## src/rtl/lsu_be_align.sv

```systemverilog
module lsu_be_align (
  input  logic        clk,
  input  logic        rst_n,
  input  logic        issue,
  input  logic [31:0] insn,
  input  logic [31:0] base_val,
  input  logic [31:0] store_val,
  output logic        mem_req,
  output logic        mem_we,
  output logic [31:0] mem_addr,
  output logic [3:0]  mem_be,
  output logic [31:0] mem_wdata,
  input  logic        mem_ready,
  input  logic [31:0] mem_rdata,
  output logic        fault,
  output logic        wb_valid,
  output logic [4:0]  wb_dest,
  output logic [31:0] wb_data
);
  typedef enum logic [1:0] {SZ_B, SZ_H, SZ_W} size_t;

  wire [1:0] cls = insn[31:30];
  wire [3:0] sub = insn[29:26];
  wire is_ld = (cls == 2'd2) && (sub <= 4'd4);
  wire is_st = (cls == 2'd3) && (sub >= 4'd5) && (sub <= 4'd7);

  size_t sz;
  always_comb begin
    if (is_st) sz = (sub == 4'd5) ? SZ_W : (sub == 4'd6) ? SZ_B : SZ_H;
    else       sz = (sub == 4'd0) ? SZ_W : (sub <= 4'd2) ? SZ_B : SZ_H;
  end

  wire [31:0] disp = is_st ? {{16{insn[25]}}, insn[25:21], insn[10:0]}
                           : {{16{insn[15]}}, insn[15:0]};
  wire [31:0] ea   = base_val + disp;
  wire        mis  = ((sz == SZ_H) && ea[0]) || ((sz == SZ_W) && (ea[1:0] != 2'b00));
  wire        take = issue && !mem_req && (is_ld || is_st);

  logic [3:0]  be_c;
  logic [31:0] wd_c;
  always_comb begin
    case (sz)
      SZ_B:    begin
                 be_c = 4'b1000 >> ea[1:0];
                 wd_c = {24'b0, store_val[7:0]} << {~ea[1:0], 3'b000};
               end
      SZ_H:    begin
                 be_c = ea[1] ? 4'b0011 : 4'b1100;
                 wd_c = ea[1] ? {16'b0, store_val[15:0]} : {store_val[15:0], 16'b0};
               end
      default: begin
                 be_c = 4'b1111;
                 wd_c = store_val;
               end
    endcase
  end

  logic [3:0] sub_q;

  always_ff @(posedge clk or negedge rst_n) begin
    if (!rst_n) begin
      mem_req   <= 1'b0;
      mem_we    <= 1'b0;
      mem_addr  <= '0;
      mem_be    <= '0;
      mem_wdata <= '0;
      sub_q     <= '0;
      wb_dest   <= '0;
      fault     <= 1'b0;
    end else begin
      fault <= take && mis;
      if (take && !mis) begin
        mem_req   <= 1'b1;
        mem_we    <= is_st;
        mem_addr  <= ea;
        mem_be    <= be_c;
        mem_wdata <= is_st ? wd_c : 32'b0;
        sub_q     <= sub;
        wb_dest   <= insn[25:21];
      end else if (mem_req && mem_ready) begin
        mem_req <= 1'b0;
      end
    end
  end

  wire [7:0]  rd_b = 8'(mem_rdata >> {~mem_addr[1:0], 3'b000});
  wire [15:0] rd_h = mem_addr[1] ? mem_rdata[15:0] : mem_rdata[31:16];
  logic [31:0] ld_c;
  always_comb begin
    case (sub_q)
      4'd1:    ld_c = {24'b0, rd_b};
      4'd2:    ld_c = {{24{rd_b[7]}}, rd_b};
      4'd3:    ld_c = {16'b0, rd_h};
      4'd4:    ld_c = {{16{rd_h[15]}}, rd_h};
      default: ld_c = mem_rdata;
    endcase
  end

  always_ff @(posedge clk or negedge rst_n) begin
    if (!rst_n) begin
      wb_valid <= 1'b0;
      wb_data  <= '0;
    end else begin
      wb_valid <= mem_req && mem_ready && !mem_we;
      if (mem_req && mem_ready && !mem_we) wb_data <= ld_c;
    end
  end

  AST_BE_LEGAL: assert property (@(posedge clk) disable iff (!rst_n)
    mem_req |-> (mem_be == 4'b1111 || mem_be == 4'b1100 || mem_be == 4'b0011 || $countones(mem_be) == 1));
  AST_WORD_ALIGNED: assert property (@(posedge clk) disable iff (!rst_n)
    (mem_req && mem_be == 4'b1111) |-> (mem_addr[1:0] == 2'b00));
  AST_FAULT_NO_REQ: assert property (@(posedge clk) disable iff (!rst_n)
    fault |-> !mem_req);
  AST_FAULT_PULSE: assert property (@(posedge clk) disable iff (!rst_n)
    fault |=> !fault);
  AST_REQ_HOLD: assert property (@(posedge clk) disable iff (!rst_n)
    (mem_req && !mem_ready) |=> (mem_req && $stable(mem_addr) && $stable(mem_be) && $stable(mem_we) && $stable(mem_wdata)));
  AST_REQ_DROP: assert property (@(posedge clk) disable iff (!rst_n)
    (mem_req && mem_ready) |=> !mem_req);
  AST_WB_CAUSE: assert property (@(posedge clk) disable iff (!rst_n)
    wb_valid |-> $past(mem_req && mem_ready && !mem_we));
  AST_WB_PULSE: assert property (@(posedge clk) disable iff (!rst_n)
    wb_valid |=> !wb_valid);
endmodule

```

## config.mk

```make
export PLATFORM = sky130hd
export DESIGN_NAME = lsu_be_align
export DESIGN_NICKNAME = d
export VERILOG_FILES = /design/src/rtl/lsu_be_align.sv
export SDC_FILE = /design/constraint.sdc
export NUM_CORES = 1
export LEC_CHECK = 0
export ABC_AREA = 1
export BUFFER_PORTS_ARGS = -buffer_cell sky130_fd_sc_hd__buf_2
export CELL_PAD_IN_SITES_DETAIL_PLACEMENT = 1
export CELL_PAD_IN_SITES_GLOBAL_PLACEMENT = 1
export CORE_AREA = 5 5 115 198
export CTS_BUF_LIST = sky130_fd_sc_hd__clkbuf_4 sky130_fd_sc_hd__clkbuf_8 sky130_fd_sc_hd__clkbuf_16
export CTS_CLUSTER_DIAMETER = 80
export DETAILED_ROUTE_END_ITERATION = 10
export DIE_AREA = 0 0 120 203
export GPL_TIMING_DRIVEN = 0
export HOLD_SLACK_MARGIN = 0.12
export PLACE_DENSITY = 0.88
export SLEW_MARGIN = 20
export SYNTH_ARGS = -nofsm -noshare
export SYNTH_HDL_FRONTEND = slang
export SYNTH_SLANG_ARGS = --single-unit
```

## constraint.sdc

```tcl
create_clock -name clk -period 3.5 [get_ports clk]
set_clock_uncertainty 0.1 [all_clocks]
set_input_delay 0.7 -clock clk [delete_from_list [all_inputs] [get_ports clk]]
set_output_delay 0.7 -clock clk [all_outputs]
set_load 0.01 [all_outputs]
```

# Word level (Yosys, flattened, before mapping)
# Index checks and enable logic that the tools add are counted.
dict set report word_totals {
  register_bits 113
  input_bits 132
  out_inout_bits 109
}
dict set report classes {
  n_addsub 1
  n_lt_le_gt_ge 4
  n_eq_ne 10
  shift 3
  mux 15
  bitwise 2
  n_reduce_logical 20
}
# op count
set op_table {}
lappend op_table {{32-bit case mux with 4 select lines} 1}
lappend op_table {{32-bit two-way mux} 3}
lappend op_table {{32-bit case mux with 2 select lines} 1}
lappend op_table {{32-bit adder} 1}
lappend op_table {{8-bit by 5-bit << shifter with 32-bit output} 1}
lappend op_table {{32-bit by 5-bit right shift with 8-bit output} 1}
lappend op_table {{16-bit two-way mux} 1}
lappend op_table {{4-bit by 3-bit equality test with 1-bit output, second input constant} 3}
lappend op_table {{1-bit logical AND} 11}
lappend op_table {{4-bit by 2-bit equality test with 1-bit output, second input constant} 2}
lappend op_table {{4-bit by 3-bit <= comparator with 1-bit output, second input constant} 2}
lappend op_table {{4-bit case mux with 2 select lines} 1}
lappend op_table {{2-bit equality test, second input constant} 3}
lappend op_table {{2-bit two-way mux} 3}
lappend op_table {{4-bit by 1-bit equality test with 1-bit output, second input constant} 1}
lappend op_table {{4-bit by 3-bit >= comparator with 1-bit output, second input constant} 1}
lappend op_table {{4-bit by 2-bit <= comparator with 1-bit output, second input constant} 1}
lappend op_table {{4-bit logical NOT} 1}
lappend op_table {{1-bit two-way mux} 4}
lappend op_table {{4-bit two-way mux} 1}
lappend op_table {{2-bit NOT} 2}
lappend op_table {{2-bit nonzero test} 2}
lappend op_table {{4-bit by 2-bit right shift with 4-bit output, first input constant} 1}
lappend op_table {{1-bit logical NOT} 3}
lappend op_table {{other kinds (3)} 4}

# Logic depth before layout (Yosys ltp)
dict set report depth {
  ltp_word 11
  mapped_depth 19
}

# Worst setup path before layout
# Ideal clock, no wire load.
dict set report synth_timing {
  path_kind {input-to-reg}
  startpoint {input insn[29]}
  endpoint {register mem_addr[24]}
  setup_ns 0.117
  arrival_ns 2.826
  path_slack_ns 0.457
  path_stages 17
  path_buffers 1
  path_cell_list {inv_1 > nand2_1 > nor2_4 > nand2_2 > buf_2 > nand2_1 > nand2_1 > ha_1 > nand2_1 > nor2_1 > inv_1 > o21bai_1 > nand2_1 > nand3_1 > nand2_1 > nand3_1 > nand2_1}
}
dict set report synth_between {
  elab_chain_len 9
}
# item line_no
set synth_rtl {}
lappend synth_rtl {{start, declared} 5} ;# input logic [31:0] insn,
lappend synth_rtl {{branches (longest 9 deep; another with 32-bit adder)} --}
lappend synth_rtl {{end signal, assigned} 64} ;# mem_addr <= '0;
lappend synth_rtl {{end signal, assigned} 75} ;# mem_addr <= ea;
lappend synth_rtl {{end, declared} 10} ;# output logic [31:0] mem_addr,
# Several ways; the timed one is not identified.
# A chain may end at the register's enable or synchronous reset.

# Final worst setup path
dict set report layout_timing {
  startpoint {input insn[29]}
  endpoint {register mem_addr[25]}
}
# The elaborated chain is that of the path after synthesis.

==> results.md <==
| Step | Quantity | This run |
|---|---|---|
| run status | Run status | finished clean |
| sta | Worst hold margin | 0.121 ns |
| cells and area | Post-Route Utilization | 0.484 |
| global route | Global-route total usage across every layer | 0.265 |
| clocking | Count of hold buffers inserted by post-cts repair | 0 |
| sta | Min cycle time layout | 3.16 ns |
| cells and area | Commonest non-fill, non-tap cell in the layout | nand2_1 |
| job | Max-cap viol count | 0 |
| worst setup path | Data required time of the critical path | 3.70 ns |
| detailed routing | Total wirelength of the detailed-routed design | 32000 um |
| cells and area | Commonest cells after routing, fill and taps aside | nand2_1 (478), buf_2 (250), inv_1 (166) |
| worst setup path | Reg-to-reg critical path startpoint | mem_addr[1] |
| worst setup path | Reg-to-reg setup timing slack | 1.43 ns |
| clocking | Clock edge transition at the registers on the reported setup and hold paths | 0.05 ns |
| detailed routing | Routed length per placed instance | 18.4 um |
| synth | Post-synthesis instance area | 0.00799 mm^2 |
| sta | RSZ-0062 raised after global routing | no |
| placement | Placed wire-length estimate after detailed placement | 26400 um |
| cells and area | Post-layout instance count excluding filler cells | 1744 |
| worst setup path | Critical Path End | mem_addr[25] |
| global route | Global route overflow | 0 |
| global route | Number of global-route vias before repair | 9898 |
| synth | Post-synthesis net count | 1389 |
| global route | Initial antenna violation count | 3 |
| sta | Least setup slack across all paths after layout | 0.339 ns |
| sta | Final period utilization | 0.903 |
| min path | Tightest Hold Check Type | primary input to asynchronous set/reset pin |
| detailed routing | Post-route antenna net violation count | 0 |
| floorplanning | Die footprint | 0.0244 mm^2 |
| worst setup path | Setup crit start kind | primary input |
| synth | Number of distinct standard cells referenced by the synthesized netlist | 36 |
| clocking | CTS root buffer | clkbuf_16 |
| cells and area | Multi-input combinational cell area | 0.00431 mm^2 |
| cells and area | Combined flip-flop and latch cell area | 0.00283 mm^2 |
| synth | Synthesized area per cell | 6.53 um^2 |
| synth | Warnings from Yosys | 0 |
| worst setup path | Endpoint class of the critical path | flop |
| detailed routing | First-pass iteration count of the detailed router | 4 |
| floorplanning | Starting density of the core | 0.382 |
| clocking | Latest clock arrival within the worst-skew pair | 0.42 ns |
| sta | Worst-Margin Slew | 0.646 ns |
| placement | Weighted congestion reported at the end of routability-driven placement | 0.904 |
| detailed routing | Violation count after the first detailed-route iteration | 338 |
| synth | Mapped Cells | 1224 |
| floorplanning | Total I/O pin count | 241 |
| power | Worst vdd ir | 0.266 mV |
| placement | Placed insts | 1712 |
| placement | Worst slack, placed | -0.409 ns |
| worst setup path | Reg-to-reg endpoint | wb_data[28] |
| sta | Number of endpoints with negative hold slack in the final report | 0 |
| global route | First-pass GRT wire length | 50600 um |
| synth | Sequential fraction of the synthesis area | 0.354 |
| placement | Buffers added on ports | 235 |
| cells and area | FILL cells | 2845 |
| power | Cell area power density | 591 mW/mm^2 |
| detailed routing | Residual DRC | 0 |
| cells and area | Share of final-layout standard cells stronger than drive strength 1 | 0.217 |
| clocking | Number of buffers inserted during clock tree synthesis | 17 |
| detailed routing | Count of vias placed by the detailed router | 8925 |
| clocking | H-Tree Depth | 4 |
| power | Leakage dissipation | 5.94 nW |
| sta | Relative slew slack | 0.570 |
| floorplanning | Placement Rows | 70 |
| clocking | Clk buf depth | 2 |
| worst setup path | Startpoint of the most critical setup path | insn[29] |
| sta | Setup violators final | 0 |
| clocking | TritonCTS clock tree | built |
| worst setup path | Worst Path Arrival | 3.36 ns |
| cells and area | Net count of the finished layout | 1644 |
| clocking | Clock sinks | 113 |
| worst setup path | R2R depth | 8 |
| worst setup path | Crit Path Class | primary input to flop |
| sta | Maximum clock frequency | 316 MHz |
| detailed routing | DR vias/cell | 5.12 |
| worst setup path | Largest fanout on the critical path | 17 |
| cells and area | Area added between synthesis and finish | 26.9% |
| floorplanning | Die Height | 203 um |
| sta | Final number of max-transition violations | 0 |
| global route | Pin count of the biggest net entering global routing | 70 |
| synth | Number of flip-flops and latches in the synthesized netlist | 113 |
| floorplanning | Area of the placeable core | 0.0209 mm^2 |
| floorplanning | Die X-Extent | 120 um |
-- cell type report --
class	count	share of cell area
multi-input combinational	901	0.425
clock buffer	20	0.0442
tap	252	0.0311
inverter	171	0.0633
clock inverter	11	0.0162
buffer	39	0.0216
antenna	1	0.000247
sequential	113	0.279
timing repair buffer	236	0.119
-- what timing repair did --
action | 4_1_cts | 5_1_grt
endpoints found under the setup margin | 0 | 16
setup buffers | 0 | 0
resized for setup | 0 | 3
-- where the power goes --
group / switching [mW] / total [mW] / internal, mW / leakage, nW
clock network: 0.629 / 1.83 / 1.20 / 0.300
logic: 1.46 / 2.28 / 0.815 / 4.16
registers: 0.215 / 1.88 / 1.67 / 1.48
total: 2.31 / 5.99 / 3.68 / 5.94
-- worst min path at each step --
stage                          from     endpoint  slack [ns]  cells after the start
after floorplan               rst_n        fault        0.30                      0
after global placement    mem_be[3]    mem_be[3]        0.35                      2
after detailed placement  mem_be[3]    mem_be[3]        0.36                      2
after CTS                     rst_n  wb_data[23]        0.12                      1
after global routing          rst_n  mem_addr[3]        0.14                      1
final                         rst_n  mem_addr[4]        0.12                      1
-- layer usage --
layer,wire (um),vias up,track usage
met5,14,-,0
met4,1900,4,0.156
met3,1070,88,0.0351
met2,18000,243,0.528
met1,11000,4233,0.249
li1,-,4357,-
-- logic make-up (layout without fill, tap and decap cells) --
kind of cell | after synthesis | after routing | synth area share
buffers and inverters | 210 | 477 | 0.108
AOI/OAI and AO/OA | 167 | 167 | 0.111
and+or+nand+nor | 686 | 686 | 0.358
other | 0 | 1 | 0
xor gates and xnor gates | 14 | 14 | 0.0153
adders and majority gates | 33 | 33 | 0.0526
DFF | 113 | 113 | 0.354
muxes | 1 | 1 | 0.00125
-- through the flow --
stage / TNS [ns] / total power, mW / instance area [um^2]
2_1_floorplan: 0 / 3.19 / 7990
6_report: 0 / 5.99 / 10100
3_5_place_dp: -4.28 / 4.17 / 9520
3_3_place_gp: -2.85 / 4.08 / 9490
4_1_cts: 0 / 6.05 / 10100
5_1_grt: 0 / 6.37 / 10100
-- cells in the mapped netlist --
master / count / area, um^2
clkbuf_1: 12 / 45.0
o22ai_1: 7 / 43.8
buf_2: 16 / 80.1
nor3_1: 3 / 15.0
nand2_4: 2 / 22.5
buf_4: 8 / 60.1
nand3_1: 117 / 586
o21bai_1: 2 / 15.0
o21ai_2: 1 / 8.76
mux2i_1: 1 / 10.0
a21o_1: 1 / 7.51
inv_2: 4 / 15.0
nand3b_1: 6 / 45.0
a21oi_4: 1 / 16.3
nor2_4: 3 / 33.8
nand4_1: 4 / 25.0
nand4_4: 1 / 21.3
o21a_4: 1 / 15.0
buf_6: 3 / 33.8
xnor2_1: 14 / 123
nand2_2: 4 / 25.0
nand2_1: 479 / 1800
o21ai_0: 77 / 385
nand3_4: 1 / 17.5
nor2_1: 55 / 206
clkinv_1: 1 / 3.75
o21ai_1: 31 / 155
nor2_2: 3 / 18.8
or2_2: 5 / 31.3
ha_1: 32 / 400
inv_1: 166 / 623
fa_1: 1 / 20.0
and2_1: 3 / 18.8
dfrtp_1: 113 / 2830
o21ai_4: 1 / 16.3
a21oi_1: 45 / 225
-- state kept, by name (all words and copies together) (netlist names) --
name       cells
sub_q          4
mem_addr      32
fault          1
mem_be         4
wb_valid       1
wb_data       32
mem_we         1
wb_dest        5
mem_req        1
mem_wdata     32
-- worst max-delay path: stages --
cell     delay (ns)
buf_2          0.10
inv_1          0.06
nand2_1        0.11
nor2_4         0.13
nand2_2        0.11
buf_2          0.21
nand2_1        0.14
nand2_2        0.26
ha_2           0.53
nand2_1        0.12
nor2_1         0.24
inv_1          0.09
nor3_1         0.18
nand2_1        0.09
nand2_1        0.08
nand2_1        0.05
nand3_1        0.08
nand2_1        0.06
Note: power is estimated with default switching activity, not from simulation.
